`config.mk`:
```
export PLATFORM = sky130hd
export DESIGN_NAME = rc16_core
export DESIGN_NICKNAME = d
export VERILOG_FILES = /design/src/rtl/rc16_pkg.sv /design/src/rtl/rc16_alu.sv /design/src/rtl/rc16_regfile.sv /design/src/rtl/rc16_ctrl.sv /design/src/rtl/rc16_core.sv
export SDC_FILE = /design/constraint.sdc
export NUM_CORES = 1
export LEC_CHECK = 0
export ABC_AREA = 1
export BUFFER_PORTS_ARGS = -buffer_cell sky130_fd_sc_hd__buf_2
export CORE_MARGIN = 2
export CORE_UTILIZATION = 30
export DETAILED_ROUTE_END_ITERATION = 8
export PLACE_DENSITY = 0.48
export SLEW_MARGIN = 10
export SYNTH_ARGS = -nofsm -noshare
export SYNTH_HDL_FRONTEND = slang
export SYNTH_HIERARCHICAL = 1
export SYNTH_SLANG_ARGS = --single-unit
```
`constraint.sdc`:
```
create_clock -name clk -period 14.4 [get_ports clk]
set_clock_uncertainty 0.15 [all_clocks]
set_input_delay 0.72 -clock clk [delete_from_list [all_inputs] [get_ports clk]]
set_output_delay 0.72 -clock clk [all_outputs]
set_load 0.05 [all_outputs]
```
`src/rtl/rc16_pkg.sv`:
```
package rc16_pkg;

  typedef enum logic [3:0] {
    OP_HALT = 4'd0,
    OP_ADD  = 4'd1,
    OP_SUB  = 4'd2,
    OP_AND  = 4'd3,
    OP_OR   = 4'd4,
    OP_ADDI = 4'd5,
    OP_LW   = 4'd6,
    OP_SW   = 4'd7,
    OP_BEQ  = 4'd8,
    OP_BLT  = 4'd9,
    OP_JAL  = 4'd10,
    OP_JR   = 4'd11
  } opcode_e;

  typedef enum logic [2:0] {
    S_FETCH, S_LOADIR, S_DECODE, S_EXEC, S_MEM, S_MEMRD, S_WB, S_HALT
  } state_e;

  typedef enum logic [1:0] {ALU_ADD, ALU_SUB, ALU_AND, ALU_OR} aluop_e;
  typedef enum logic [1:0] {A_REG, A_OPB, A_PC} asel_e;
  typedef enum logic [1:0] {W_ALU, W_MEM, W_LINK} wsrc_e;
  typedef enum logic [1:0] {P_TGT, P_ABS, P_REG} pcsrc_e;

  typedef struct packed {
    logic   ir_ld;
    logic   pc_inc;
    logic   opnd_ld;
    logic   aluo_ld;
    aluop_e alu_op;
    asel_e  a_sel;
    logic   b_imm;
    logic   rf_we;
    wsrc_e  w_src;
    logic   pc_ld;
    pcsrc_e pc_src;
    logic   addr_alu;
    logic   mem_we;
  } ctrl_t;

endpackage

```
`src/rtl/rc16_alu.sv`:
```
module rc16_alu
  import rc16_pkg::*;
#(
  parameter int W = 16
) (
  input  logic [W-1:0] a,
  input  logic [W-1:0] b,
  input  aluop_e       op,
  output logic [W-1:0] y,
  output logic         zf,
  output logic         nf,
  output logic         vf
);

  always_comb begin
    unique case (op)
      ALU_ADD: y = a + b;
      ALU_SUB: y = a - b;
      ALU_AND: y = a & b;
      default: y = a | b;
    endcase
    zf = (y == '0);
    nf = y[W-1];
    vf = (op == ALU_SUB) ? ((a[W-1] != b[W-1]) && (y[W-1] != a[W-1]))
                         : ((op == ALU_ADD) && (a[W-1] == b[W-1]) && (y[W-1] != a[W-1]));
  end

  // after a subtract the zero flag must track operand equality
  always_comb begin
    if (op == ALU_SUB) begin
      assert_sub_zero_R6: assert (zf == (a == b));
    end
  end

endmodule

```
`src/rtl/rc16_regfile.sv`:
```
module rc16_regfile #(
  parameter int W = 16,
  parameter int N = 16,
  localparam int AW = $clog2(N)
) (
  input  logic          clk,
  input  logic          rst,
  input  logic [AW-1:0] ra1,
  input  logic [AW-1:0] ra2,
  input  logic [AW-1:0] rdbg,
  input  logic          we,
  input  logic [AW-1:0] wa,
  input  logic [W-1:0]  wd,
  output logic [W-1:0]  rd1,
  output logic [W-1:0]  rd2,
  output logic [W-1:0]  dbg
);

  logic [W-1:0] cells [N];

  generate
    for (genvar g = 0; g < N; g++) begin : g_cell
      always_ff @(posedge clk) begin
        if (rst)                            cells[g] <= '0;
        else if (we && (wa == AW'(g)))      cells[g] <= wd;
      end
    end
  endgenerate

  assign rd1 = cells[ra1];
  assign rd2 = cells[ra2];

  always_ff @(posedge clk) begin
    if (rst) dbg <= '0;
    else     dbg <= cells[rdbg];
  end

endmodule

```
`src/rtl/rc16_ctrl.sv`:
```
module rc16_ctrl
  import rc16_pkg::*;
(
  input  logic       clk,
  input  logic       rst,
  input  logic [3:0] opcode,
  input  logic       zf,
  input  logic       nf,
  input  logic       vf,
  output state_e     st,
  output ctrl_t      c
);

  state_e nx;
  logic   take;

  always_comb begin
    unique case (opcode)
      OP_BEQ:  take = zf;
      OP_BLT:  take = nf ^ vf;
      default: take = 1'b0;
    endcase
  end

  always_comb begin
    c  = '0;
    nx = st;
    unique case (st)
      S_FETCH: begin
        c.pc_inc = 1'b1;
        nx       = S_LOADIR;
      end
      S_LOADIR: begin
        c.ir_ld = 1'b1;
        nx      = S_DECODE;
      end
      S_DECODE: begin
        c.opnd_ld = 1'b1;
        c.aluo_ld = 1'b1;
        c.a_sel   = A_PC;
        c.b_imm   = 1'b1;
        c.alu_op  = ALU_ADD;
        nx        = S_EXEC;
      end
      S_EXEC: begin
        nx = S_FETCH;
        unique case (opcode)
          OP_ADD, OP_SUB, OP_AND, OP_OR: begin
            c.aluo_ld = 1'b1;
            c.alu_op  = aluop_e'(opcode[1:0] - 2'd1);
            nx        = S_WB;
          end
          OP_ADDI: begin
            c.aluo_ld = 1'b1;
            c.b_imm   = 1'b1;
            nx        = S_WB;
          end
          OP_LW, OP_SW: begin
            c.aluo_ld = 1'b1;
            c.a_sel   = A_OPB;
            c.b_imm   = 1'b1;
            nx        = S_MEM;
          end
          OP_BEQ, OP_BLT: begin
            c.alu_op = ALU_SUB;
            c.pc_ld  = take;
            c.pc_src = P_TGT;
          end
          OP_JAL: begin
            c.rf_we  = 1'b1;
            c.w_src  = W_LINK;
            c.pc_ld  = 1'b1;
            c.pc_src = P_ABS;
          end
          OP_JR: begin
            c.pc_ld  = 1'b1;
            c.pc_src = P_REG;
          end
          OP_HALT: nx = S_HALT;
          default: nx = S_FETCH;
        endcase
      end
      S_MEM: begin
        c.addr_alu = 1'b1;
        if (opcode == OP_SW) begin
          c.mem_we = 1'b1;
          nx       = S_FETCH;
        end else begin
          nx = S_MEMRD;
        end
      end
      S_MEMRD: begin
        c.rf_we = 1'b1;
        c.w_src = W_MEM;
        nx      = S_FETCH;
      end
      S_WB: begin
        c.rf_we = 1'b1;
        c.w_src = W_ALU;
        nx      = S_FETCH;
      end
      default: nx = S_HALT;
    endcase
  end

  always_ff @(posedge clk) begin
    if (rst) st <= S_FETCH;
    else     st <= nx;
  end

  // a store strobe never lasts more than one cycle
  assert_we_single_R5: assert property (@(posedge clk) disable iff (rst)
    c.mem_we |=> !c.mem_we);

  // the halted state is left only through reset and never writes
  assert_halt_sticky_R9: assert property (@(posedge clk) disable iff (rst)
    (st == S_HALT) |=> (st == S_HALT) && !c.mem_we);

  // instruction capture is always preceded by a fetch
  assert_capture_after_fetch_R2: assert property (@(posedge clk) disable iff (rst)
    (st == S_LOADIR) |-> ($past(st) == S_FETCH));

endmodule

```
`src/rtl/rc16_core.sv`:
```
module rc16_core
  import rc16_pkg::*;
#(
  parameter int DATA_W = 16,
  parameter int ADDR_W = 13,
  parameter int REG_N  = 16
) (
  input  logic              clk,
  input  logic              rst,
  output logic [ADDR_W-1:0] mem_addr,
  output logic              mem_we,
  output logic [DATA_W-1:0] mem_wdata,
  input  logic [DATA_W-1:0] mem_rdata,
  input  logic [3:0]        dbg_sel,
  output logic [DATA_W-1:0] dbg_value,
  output logic              halted
);

  localparam int RAW   = $clog2(REG_N);
  localparam int IMM_W = 4;
  localparam int ABS_W = 12;

  state_e             st;
  ctrl_t              c;
  logic [ADDR_W-1:0]  pc;
  logic [DATA_W-1:0]  ir, opa, opb, aluo;
  logic [DATA_W-1:0]  rf_rd1, rf_rd2, rf_wd, alu_a, alu_b, alu_y, imm_sx;
  logic [RAW-1:0]     rf_wa;
  logic               zf, nf, vf;

  assign imm_sx = {{(DATA_W-IMM_W){ir[IMM_W-1]}}, ir[IMM_W-1:0]};

  rc16_ctrl u_ctrl (
    .clk(clk), .rst(rst), .opcode(ir[15:12]),
    .zf(zf), .nf(nf), .vf(vf), .st(st), .c(c)
  );

  rc16_regfile #(.W(DATA_W), .N(REG_N)) u_rf (
    .clk(clk), .rst(rst),
    .ra1(ir[8 +: RAW]), .ra2(ir[4 +: RAW]), .rdbg(dbg_sel[RAW-1:0]),
    .we(c.rf_we), .wa(rf_wa), .wd(rf_wd),
    .rd1(rf_rd1), .rd2(rf_rd2), .dbg(dbg_value)
  );

  always_comb begin
    unique case (c.a_sel)
      A_OPB:   alu_a = opb;
      A_PC:    alu_a = {{(DATA_W-ADDR_W){1'b0}}, pc};
      default: alu_a = opa;
    endcase
    alu_b = c.b_imm ? imm_sx : opb;
  end

  rc16_alu #(.W(DATA_W)) u_alu (
    .a(alu_a), .b(alu_b), .op(c.alu_op),
    .y(alu_y), .zf(zf), .nf(nf), .vf(vf)
  );

  always_comb begin
    unique case (c.w_src)
      W_MEM:   rf_wd = mem_rdata;
      W_LINK:  rf_wd = {{(DATA_W-ADDR_W){1'b0}}, pc};
      default: rf_wd = aluo;
    endcase
    rf_wa = (c.w_src == W_LINK) ? RAW'(REG_N-1) : ir[8 +: RAW];
  end

  always_ff @(posedge clk) begin
    if (rst) begin
      pc   <= '0;
      ir   <= '0;
      opa  <= '0;
      opb  <= '0;
      aluo <= '0;
    end else begin
      if (c.ir_ld)   ir <= mem_rdata;
      if (c.opnd_ld) begin
        opa <= rf_rd1;
        opb <= rf_rd2;
      end
      if (c.aluo_ld) aluo <= alu_y;
      if (c.pc_inc) begin
        pc <= pc + 1'b1;
      end else if (c.pc_ld) begin
        unique case (c.pc_src)
          P_ABS:   pc <= {{(ADDR_W-ABS_W){1'b0}}, ir[ABS_W-1:0]};
          P_REG:   pc <= opa[ADDR_W-1:0];
          default: pc <= aluo[ADDR_W-1:0];
        endcase
      end
    end
  end

  assign mem_addr  = c.addr_alu ? aluo[ADDR_W-1:0] : pc;
  assign mem_we    = c.mem_we;
  assign mem_wdata = opa;
  assign halted    = (st == S_HALT);

  // every fetch advances the PC by exactly one
  assert_fetch_step_R2: assert property (@(posedge clk) disable iff (rst)
    (st == S_FETCH) |=> (pc == $past(pc) + 1'b1));

  // a jump-and-link lands on its encoded 12-bit field
  assert_jal_target_R8: assert property (@(posedge clk) disable iff (rst)
    (st == S_EXEC && ir[15:12] == OP_JAL) |=> (pc == {{(ADDR_W-ABS_W){1'b0}}, $past(ir[ABS_W-1:0])}));

  // the cycle after a reset edge sees a cleared PC in the fetch state
  assert_reset_clear_R1: assert property (@(posedge clk)
    $past(rst) |-> (pc == '0 && st == S_FETCH));

endmodule

```
=== After elaboration in Yosys (flattened, before gate mapping) ===
Memories as Yosys holds them, arrays and structs flattened. A register that Yosys moved wholly into a read port is not among the register bits.
Index checks and enable logic that the tools add are counted.
Widths: inputs -> output; s select.

* Input bits: 22
* Bits in registers: 48
* RAM bits: 256
* Memories: 1
* Output and inout port bits: 47
* Logic and storage cells: 198

{| class="wikitable"
|+ Memories
! name !! depth !! bits a word !! read ports !! clocked after memory_dff !! wr ports !! RTL line !! text
|-
| u_rf.cells || 16 || 16 || 3 || 3 || 16 || rc16_regfile.sv:19 || <nowiki>logic [W-1:0] cells [N];</nowiki>
|}

* Bitwise operators: 19
* Reduce and logical (&&, ||, !) cells: 32
* Mux-type cells: 94
* Add/sub/neg operators: 4
* Equality and inequality tests: 44

{| class="wikitable"
|+ Operator list
! operator !! count
|-
| $mux 16 || 17
|-
| $pmux 16 s2 || 2
|-
| $mux 1 || 58
|-
| $eq 4x4->1 const B || 12
|-
| $pmux 16 s3 || 1
|-
| $mux 13 || 3
|-
| $eq 4x3->1 const B || 8
|-
| $pmux 3 s3 || 3
|-
| $pmux 13 s2 || 1
|-
| $logic_and 1x1->1 || 19
|-
| $pmux 3 s6 || 1
|-
| $add 16x16->16 || 1
|-
| $and 16x16->16 || 1
|-
| $eq 4x2->1 const B || 4
|-
| $logic_not 16->1 || 1
|-
| $or 1x1->1 || 16
|-
| $or 16x16->16 || 1
|-
| $sub 16x16->16 || 1
|-
| $add 13x1->13 const B || 1
|-
| $eq 3x3->1 const B || 4
|-
| $pmux 6 s2 || 1
|-
| $mux 3 || 3
|-
| $eq 2x1->1 const B || 4
|-
| $eq 2x2->1 const B || 4
|-
| 20 further kinds || 26
|}

=== Logic depth before layout (Yosys ltp) ===
Gate-level depths: netlist of the first run.

* Word-level depth: 19
* Gate-level depth with buffers: 42

=== By module ===
Netlist of the first run, hierarchy kept.

{| class="wikitable"
|+ By module, submodules not included
! module !! area an instance (µm²) !! cells each !! instances !! sequential area each (µm²)
|-
| rc16_regfile || 17,048.9 || 2,293 || 1 || 8,007.7
|-
| rc16_core || 4,255.3 || 650 || 1 || 1,541.5
|-
| rc16_alu || 1,806.7 || 353 || 1 || 0.0
|-
| rc16_ctrl || 464.2 || 84 || 1 || 60.1
|}

=== Worst setup path before layout of the first run ===
No wires, ideal clock.

* Path type: reg2reg
* Start: register ir[12]
* End: register pc[11]
* Setup time: 0.122 ns
* Stages on the path, launching flop included: 41
* Required time: 14.128 ns
* Buffers on the path: 2
* Arrival: 4.448 ns
* Path slack: 9.680 ns
* Cell sequence: dfxtp_1 inv_1 ha_1 nor2_1 nand2_1 inv_1 o21ai_2 clkbuf_1 nand2_1 o21ai_0 inv_1 ha_1 inv_1 nor3_1 inv_1 o31ai_1 xnor2_1 inv_1 [... 5 more ...] nand2_1 nand3_1 nand2_1 nand3_1 nand2_2 nand2_1 nand2_1 nor2_1 xor2_1 nand3_1 nand3_1 nand2_1 inv_1 inv_1 nand2_2 buf_2 o21ai_0 a21oi_2

{| class="wikitable"
|+ RTL lines
! element !! RTL line !! text
|-
| start, declared || rc16_core.sv:26 || <nowiki>logic [DATA_W-1:0] ir, opa, opb, aluo;</nowiki>
|-
| start signal, assigned || rc16_core.sv:76 || <nowiki>if (c.ir_ld) ir <= mem_rdata;</nowiki>
|-
| end signal, assigned || rc16_core.sv:83 || <nowiki>pc <= pc + 1'b1;</nowiki>
|-
| end signal, assigned || rc16_core.sv:86 || <nowiki>P_ABS: pc <= {{(ADDR_W-ABS_W){1'b0}}, ir[ABS_W-1:0]};</nowiki>
|-
| end signal, assigned || rc16_core.sv:87 || <nowiki>P_REG: pc <= opa[ADDR_W-1:0];</nowiki>
|-
| end, declared || rc16_core.sv:25 || <nowiki>logic [ADDR_W-1:0] pc;</nowiki>
|}

==> run summary, run 1 <==
The maximum fanout along the worst path came out at 21. The worst-case headroom to the max-slew limit is 13.9%. The count of filler cells inserted in the layout came out at 8438. In this design, the stage delay of the slowest critical-path cell is 0.69 ns. The cell leakage power is 10.2 nW. The met3 routed wirelength came out at 6.78 mm. The number of cells upsized or downsized after cts came out at 0. The post-route DRC violation count came out at 0. The cell area that synthesis handed to floorplanning was 23600 µm².

The cell type of the slowest stage on the worst timing path is sky130_fd_sc_hd__o21ai_2. No sink is reached through more buffers than the 3 on the longest clock path. Among all flip-flop cells after synthesis, the most frequent one is sky130_fd_sc_hd__edfxtp_1.

The number of ports placed on the die boundary is 69. The vias per cell came out at 5.31. The total of buffers placed on input and output ports came out at 68.

The clock sink count came out at 352. The final antenna-violating net count came out at 0. The worst setup path is launched from a register. The number of max-slew violations in the final report came to 0. The weighted congestion at the end of routability-driven global placement is 0.913.

The TritonCTS buffer count came out at 43. The first-pass iteration count of the detailed router is 7. The sequential share of power came out at 28.5%. Of the total power, the clock network draws 23.7%. The final critical-path share of the clock period came out at 44.2%. The worst ir drop on vdd is 0.0913 mV. For this run, the top clock speed supported by timing is 157 MHz. The overflow left after global routing is 0. The final count of hold timing violations was 0.

CTS placed an instance of sky130_fd_sc_hd__clkbuf_16 at the clock tree root. The die covers 80800 µm². The post-synthesis to final-layout area growth is 10.3%.

The average footprint of a synthesized cell came out at 6.97 µm². The number of warning messages in the yosys log came out at 6. The effective utilization at floorplan is 30.4%. Synthesis produced a netlist with a net count of 3434.

TritonCTS built the clock tree. The post-CTS setup repair buffer count is 0. The slack of the worst reg-to-reg path came out at 8.04 ns. In the final routing, the length of wire on met1 measures 43.4 mm. The number of antenna repair diodes is 0.

The internal power of the cells totals 2.41 mW. The overall via count from detail_route came out at 23.3k. The kind of cell with the highest combined delay along the critical path is simple AND/OR/NAND/NOR gates. Synthesis instantiated 42 different standard cells from the library. The largest net degree at the start of global routing came out at 110. The total power of the final layout is 4.62 mW. The share of async-settable or async-resettable flops after synthesis is 0%.

Data arrives at the worst endpoint at 6.66 ns. The switching power of the nets is 2.21 mW. The number of global-route vias before repair came out at 21.3k. Following the worst setup path forward leads to its endpoint at pc[1]. The switching share of total power came out at 47.8%. The floorplan step defined a core boundary enclosing 77600 µm². The share of cells above drive strength 1 is 7.56%.

The met2 layer wire length in the routed design is 43.3 mm. The worst setup path is of the reg2reg kind. The final critical path time including I/O delays and setup is 6.36 ns.

The number of flops mapped to enable cells by yosys came out at 256. The proportion of synthesized chip area in sequential cells came out at 40.8%. The wire length of the first global-routing pass came out at 144 mm. The placement row count is 102. The clock latency at the later pin of the worst-skew pair is 0.60 ns. The number of cell instances on the worst register-to-register path is 33.

The number of H-tree levels is 2. The tool flagged a number of max-cap violations equal to 0. The worst hold-check path type is in2reg.

The power per unit of standard cell area is 178 nW/µm². The flop and latch count out of synthesis came out at 352. The sum of net half-perimeters after detailed placement is 63.8 mm. Clock-pin slew was measured on the worst setup and hold paths at 0.06 ns. In the synthesized netlist, the number of instances is 3380.

The die outline height came out at 284 µm. The share of total power dissipated in combinational logic is 47.7%. The flow ran to the end, and the final reports show no timing, DRC or antenna violations. The number of antenna violations at the first check in global routing came out at 0. The summed negative setup slack over all endpoints is 0 ns. The highest metal layer carrying signal wires in the routed design is met4. In this run the critical register-to-register path is captured at pc[1]. The number of hold buffers added after CTS was 0. The horizontal die dimension is 284 µm. The buffer and inverter count on the worst path is 7.

The startpoint identified for the worst register-to-register timing path is ir[12]. STA classifies the critical path endpoint as a register. The number of DRC violations after detailed-routing iteration 0 came out at 2638. For the pin with the worst max-slew slack, the measured transition is 1.29 ns. The launch point of the worst path is ir[12].

Summed over all layers, the routed wires come to 98.4 mm. The setup-violating endpoint count in the final report came out at 0. Setup repair after global routing left no endpoint under its margin. The total stage count of the critical path is 33. The routed length per placed instance is 22.4 µm. The number of nets in the layout came out at 3364. The worst endpoint required time came out at 14.70 ns. The total routing resource utilization after global routing came out at 23.7%.
-- cell usage after synthesis (3+ instances only) --
library cell / n / area [µm²]
sky130_fd_sc_hd__inv_1: 342 / 1280
sky130_fd_sc_hd__o21ai_1: 15 / 75.1
sky130_fd_sc_hd__buf_4: 7 / 52.6
sky130_fd_sc_hd__o31ai_1: 5 / 37.5
sky130_fd_sc_hd__nor3_1: 9 / 45.0
sky130_fd_sc_hd__clkbuf_1: 104 / 390
sky130_fd_sc_hd__xor2_1: 11 / 96.3
sky130_fd_sc_hd__buf_1: 28 / 105
sky130_fd_sc_hd__a31oi_1: 14 / 87.6
sky130_fd_sc_hd__buf_2: 96 / 480
sky130_fd_sc_hd__nand3_1: 423 / 2120
sky130_fd_sc_hd__nand4_1: 12 / 75.1
sky130_fd_sc_hd__nor2_2: 3 / 18.8
sky130_fd_sc_hd__edfxtp_1: 256 / 7690
sky130_fd_sc_hd__ha_1: 31 / 388
sky130_fd_sc_hd__o21ai_0: 256 / 1280
sky130_fd_sc_hd__nor2_4: 3 / 33.8
sky130_fd_sc_hd__nand2_1: 653 / 2450
sky130_fd_sc_hd__a21oi_1: 248 / 1240
sky130_fd_sc_hd__buf_6: 6 / 67.6
sky130_fd_sc_hd__o211ai_1: 129 / 968
sky130_fd_sc_hd__nor2_1: 539 / 2020
sky130_fd_sc_hd__or2_1: 4 / 25.0
sky130_fd_sc_hd__nand2_2: 11 / 68.8
sky130_fd_sc_hd__a22oi_1: 11 / 82.6
sky130_fd_sc_hd__dfxtp_1: 96 / 1920
sky130_fd_sc_hd__xnor2_1: 5 / 43.8
sky130_fd_sc_hd__inv_2: 22 / 82.6
sky130_fd_sc_hd__o22ai_1: 12 / 75.1
sky130_fd_sc_hd__nand3_2: 3 / 30.0
sky130_fd_sc_hd__a21oi_2: 3 / 26.3
sky130_fd_sc_hd__nand3b_1: 11 / 82.6
-- cells in the final DEF, fill, tap and decap left out, drive strengths merged, types with 63 or more instances in the layout --
| master | n |
|---|---|
| a21oi | 251 |
| buf | 126 |
| clkbuf | 63 |
| dfxtp | 96 |
| edfxtp | 256 |
| inv | 370 |
| nand2 | 664 |
| nand3 | 426 |
| nor2 | 546 |
| o211ai | 129 |
| o21ai | 273 |
-- flip-flops by register name, indices dropped and copies added, names as in the netlist --
register	flops
u_ctrl/st	3
u_rf/cells	256
aluo	16
pc	13
ir	16
mem_wdata	16
opb	16
u_rf/dbg	16
-- cell type report --
class	instances	area, µm²	share of cell area [%]
Multi-Input combinational cell	2422	11500	44.4
Sequential cell	352	9630	37.0
Inverter	365	1370	5.28
Tap cell	1040	1300	5.01
Clock buffer	63	1170	4.51
Timing Repair Buffer	126	785	3.02
Clock inverter	17	196	0.756
-- how the worst min path moves through the flow --
stage               slack (ns)  cells after the start  endpoint         start
finish                    0.25                      3     ir[2]  mem_rdata[2]
detailed placement        0.33                      2   opb[13]       opb[13]
floorplan                 0.29                      2   opb[10]       opb[10]
global route              0.27                      3     ir[3]  mem_rdata[3]
CTS                       0.23                      3     ir[2]  mem_rdata[2]
global placement          0.33                      2    opb[9]        opb[9]
-- layer usage --
metal,up-vias,global-route usage (%)
met5,-,0
met4,0,11.0
met3,202,3.08
met2,962,36.7
met1,11000,32.7
li1,11100,-
-- power by group through the flow --
| stage | Clock [mW] | Sequential, mW | Combinational (mW) |
|---|---|---|---|
| 6_report | 1.10 | 1.32 | 2.21 |
| 5_1_grt | 1.15 | 1.33 | 2.43 |
| 4_1_cts | 1.12 | 1.32 | 2.19 |
| 3_5_place_dp | 0 | 1.34 | 2.18 |
| 3_3_place_gp | 0 | 1.34 | 2.18 |
| 2_1_floorplan | 0 | 1.31 | 1.51 |
-- cell families after synthesis --
| logic type | share of synthesized area (%) |
|---|---|
| AND/OR/NAND/NOR | 29.9 |
| AO/OA/AOI/OAI | 16.6 |
| adder cells (fa/ha/maj) | 1.73 |
| XOR/XNOR | 0.594 |
| buffers and inverters | 10.5 |
| flip-flops | 40.8 |
-- worst min-delay path: stages --
cell and delay [ns]:
sky130_fd_sc_hd__buf_2 0.10, sky130_fd_sc_hd__nor2_1 0.04, sky130_fd_sc_hd__nor2_1 0.09
-- stage by stage --
stage | utilization [%] | hold WS, ns | worst slack [ns] | cells | cell area [µm²]
detailed placement | 31.7 | 0.334 | 8.17 | 4305 | 24600
global placement | 31.7 | 0.334 | 8.26 | 4305 | 24600
floorplan | - | 0.293 | 9.68 | 3380 | 23600
CTS | 33.5 | 0.228 | 8.15 | 4385 | 26000
finish | 33.5 | 0.255 | 8.04 | 4385 | 26000
global route | 33.5 | 0.270 | 7.45 | 4385 | 26000
Power figures use the tool's default switching activity.
==> run 2, diff against run 1 <==
==> constraint.sdc (replaced) <==
create_clock -name clk -period 6.3 [get_ports clk]
set_clock_uncertainty 0.15 [all_clocks]
set_input_delay 0.315 -clock clk [delete_from_list [all_inputs] [get_ports clk]]
set_output_delay 0.315 -clock clk [all_outputs]
set_load 0.05 [all_outputs]
==> run summary, run 2 (synthesized netlist as in run 1, its figures left out) <==
The final setup slack of the worst path is 0.477 ns (was 8.04 ns). The largest net degree at the start of global routing came out at 129 (was 110). The critical setup path kind was reg2reg (unchanged). The die outline height is 284 µm (unchanged). The most common cell after layout, fill and taps aside was sky130_fd_sc_hd__nand2_1 (unchanged). The type of destination of the critical path is a register (unchanged). The element type at the critical path start is a register (unchanged). The number of cell instances on the worst register-to-register path was 34 (was 33).

The combined area of the multi-input logic cells is 11600 µm² (was 11500 µm²). The worst ir drop on vdd came out at 0.214 mV (was 0.0913 mV). The sequential cell area in the final layout came out at 9630 µm² (unchanged).

The effective utilization at floorplan came out at 30.4% (unchanged). The vias per cell was 5.32 (was 5.31). The cell area after placement came to 24700 µm² (was 24600 µm²). The startpoint of the most critical register-to-register path was ir[12] (unchanged).

The number of buffers on the longest clock path is 3 (unchanged). The weighted congestion at the end of routability-driven global placement is 0.890 (was 0.913). The routed length per placed instance came out at 22.3 µm (was 22.4 µm). The total routing resource utilization after global routing is 23.6% (was 23.7%). The share of cells above drive strength 1 came out at 7.72% (was 7.56%). The placement row count is 102 (unchanged). The number of antenna violations at the first check in global routing is 3 (was 0). The maximum operating frequency came out at 172 MHz (was 157 MHz). The final instance area is 26300 µm² (was 26000 µm²). Outcome: finished, final reports clean (unchanged). RSZ-0062 raised after global routing: false (unchanged). The worst hold slack is 0.158 ns (was 0.255 ns). The endpoint of the worst hold-timing path is u_ctrl/st[2] (was ir[2]). The clock transition at the registers of the reported paths came out at 0.06 ns (about the same). The sum of net half-perimeters after detailed placement came out at 64.7 mm (was 63.8 mm). The worst hold-check path type is in2reg (unchanged). The most numerous cell on the critical path is sky130_fd_sc_hd__nand2_1. The total power of the final layout came to 10.7 mW (was 4.62 mW). The cell leakage power came out at 10.4 nW (was 10.2 nW). The startpoint of the worst hold path was rst (was mem_rdata[2]).

The area enclosed by the die boundary was 80800 µm² (unchanged). The horizontal die dimension came out at 284 µm (unchanged). The maximum fanout along the worst path is 20 (was 21). The post-detailed-routing wire length is 98.5 mm (was 98.4 mm). The cell type of the slowest stage on the worst timing path is sky130_fd_sc_hd__ha_1 (was sky130_fd_sc_hd__o21ai_2). The max-cap check violation count came out at 0 (unchanged). The worst flop-to-flop path endpoint is pc[1] (unchanged). The worst setup timing slack at the placement stage is 0.434 ns (was 8.17 ns). The clock tree from TritonCTS is built (unchanged).

The worst-case headroom to the max-slew limit came to 20.1% (was 13.9%). The final count of hold timing violations came out at 0 (unchanged). The wire length of the first global-routing pass came out at 144 mm (about the same). The count of filler cells inserted in the layout came out at 8486 (was 8438). The slack of the worst reg-to-reg path is 0.48 ns (was 8.04 ns).

The final antenna-violating net count is 0 (unchanged). The summed negative setup slack over all endpoints came out at 0 ns (unchanged). The standard cell core area was 77600 µm² (unchanged). The clock root buffer is sky130_fd_sc_hd__clkbuf_16 (unchanged). The post-synthesis to final-layout area growth came out at 11.5% (was 10.3%). The total of buffers placed on input and output ports was 68 (unchanged). The post-CTS setup repair buffer count came out at 0 (unchanged). The number of max-slew violations in the final report is 0 (unchanged). The final critical-path share of the clock period came out at 92.4% (was 44.2%). The number of nets in the layout came out at 3387 (was 3364).

The hold-critical path depth came out at 3 (unchanged). The largest register by flop count is u_rf/cells (unchanged). The first-pass iteration count of the detailed router came out at 6 (was 7). The delay contributed by the slowest stage of the critical path is 0.54 ns (was 0.69 ns). The number of ports placed on the die boundary came out at 69 (unchanged). The worst endpoint required time came out at 6.59 ns (was 14.70 ns). The endpoint arrival time on the critical path came out at 6.12 ns (was 6.66 ns). The post-route DRC violation count is 0 (unchanged). The final critical path time including I/O delays and setup came out at 5.82 ns (was 6.36 ns). The measured slew at the worst slew-check pin is 1.20 ns (was 1.29 ns). The power per unit of standard cell area is 406 nW/µm² (was 178 nW/µm²). The clock latency at the later pin of the worst-skew pair came to 0.60 ns (about the same). The overflow left after global routing came out at 0 (unchanged). The setup-violating endpoint count in the final report came out at 0 (unchanged). The number of H-tree levels came out at 2 (unchanged). The number of global-route vias before repair is 21.4k (was 21.3k). The clock sink count is 352 (unchanged).

The flip-flop count of the largest register after layout was 256 (unchanged). The number of DRC violations after detailed-routing iteration 0 is 2622 (was 2638). Leading cell types in the layout, fill and taps excluded: sky130_fd_sc_hd__nand2_1, sky130_fd_sc_hd__nor2_1, sky130_fd_sc_hd__nand3_1 (unchanged).

The TritonCTS buffer count is 45 (was 43). The overall via count from detail_route is 23.5k (was 23.3k).
## run 2: layout make-up
type                            count  share of cell area [%]
Antenna cell                        1                 0.00952
Clock buffer                       65                    4.76
Clock inverter                     17                   0.619
Inverter                          365                    5.22
Multi-Input combinational cell   2422                    44.0
Sequential cell                   352                    36.6
Tap cell                         1040                    4.95
Timing Repair Buffer              147                    3.83
## run 2: worst max-delay path by stage
stage | from | end | slack [ns]
after floorplan | ir[12] | pc[11] | 1.58
final | ir[12] | pc[1] | 0.48
after detailed placement | ir[12] | pc[1] | 0.43
after CTS | ir[12] | pc[1] | 0.40
after global routing | ir[12] | pc[10] | 0.01
after global placement | ir[12] | pc[1] | 0.45
## run 2: through the flow
stage          std cells  util [%]
2_1_floorplan       3380         -
3_3_place_gp        4310      31.8
3_5_place_dp        4310      31.8
4_1_cts             4408      33.8
5_1_grt             4409      33.9
6_report            4409      33.9
## run 2: per-layer routing
layer	wire (µm)	global-route usage, %	vias up
li1	-	-	11200
met1	42900	32.4	11100
met2	44100	37.4	1047
met3	7380	3.30	183
met4	4230	9.45	0
met5	0	0	-
## run 2: critical path, delay by kind of cell (launching register included)
kind                     cells  cell delay (ns)
adder cells (fa/ha/maj)      4             1.45
buffers and inverters        9             1.06
AND/OR/NAND/NOR             18             2.07
flip-flops                   1             0.41
AO/OA/AOI/OAI                3             0.54
## run 2: power by group
group	switching [mW]	internal (mW)	leakage [nW]	total (mW)
Sequential	0.315	2.71	3.44	3.02
Clock	1.07	1.50	0.690	2.57
Combinational	3.67	1.41	6.24	5.07
Total	5.05	5.61	10.4	10.7
## run 2: repair_timing
item / 4_1_cts / 5_1_grt
resized for setup: 0 / 9
setup endpoints to repair: 0 / 13
hold endpoints to repair: 16 / 0
hold buffers: 16 / 0
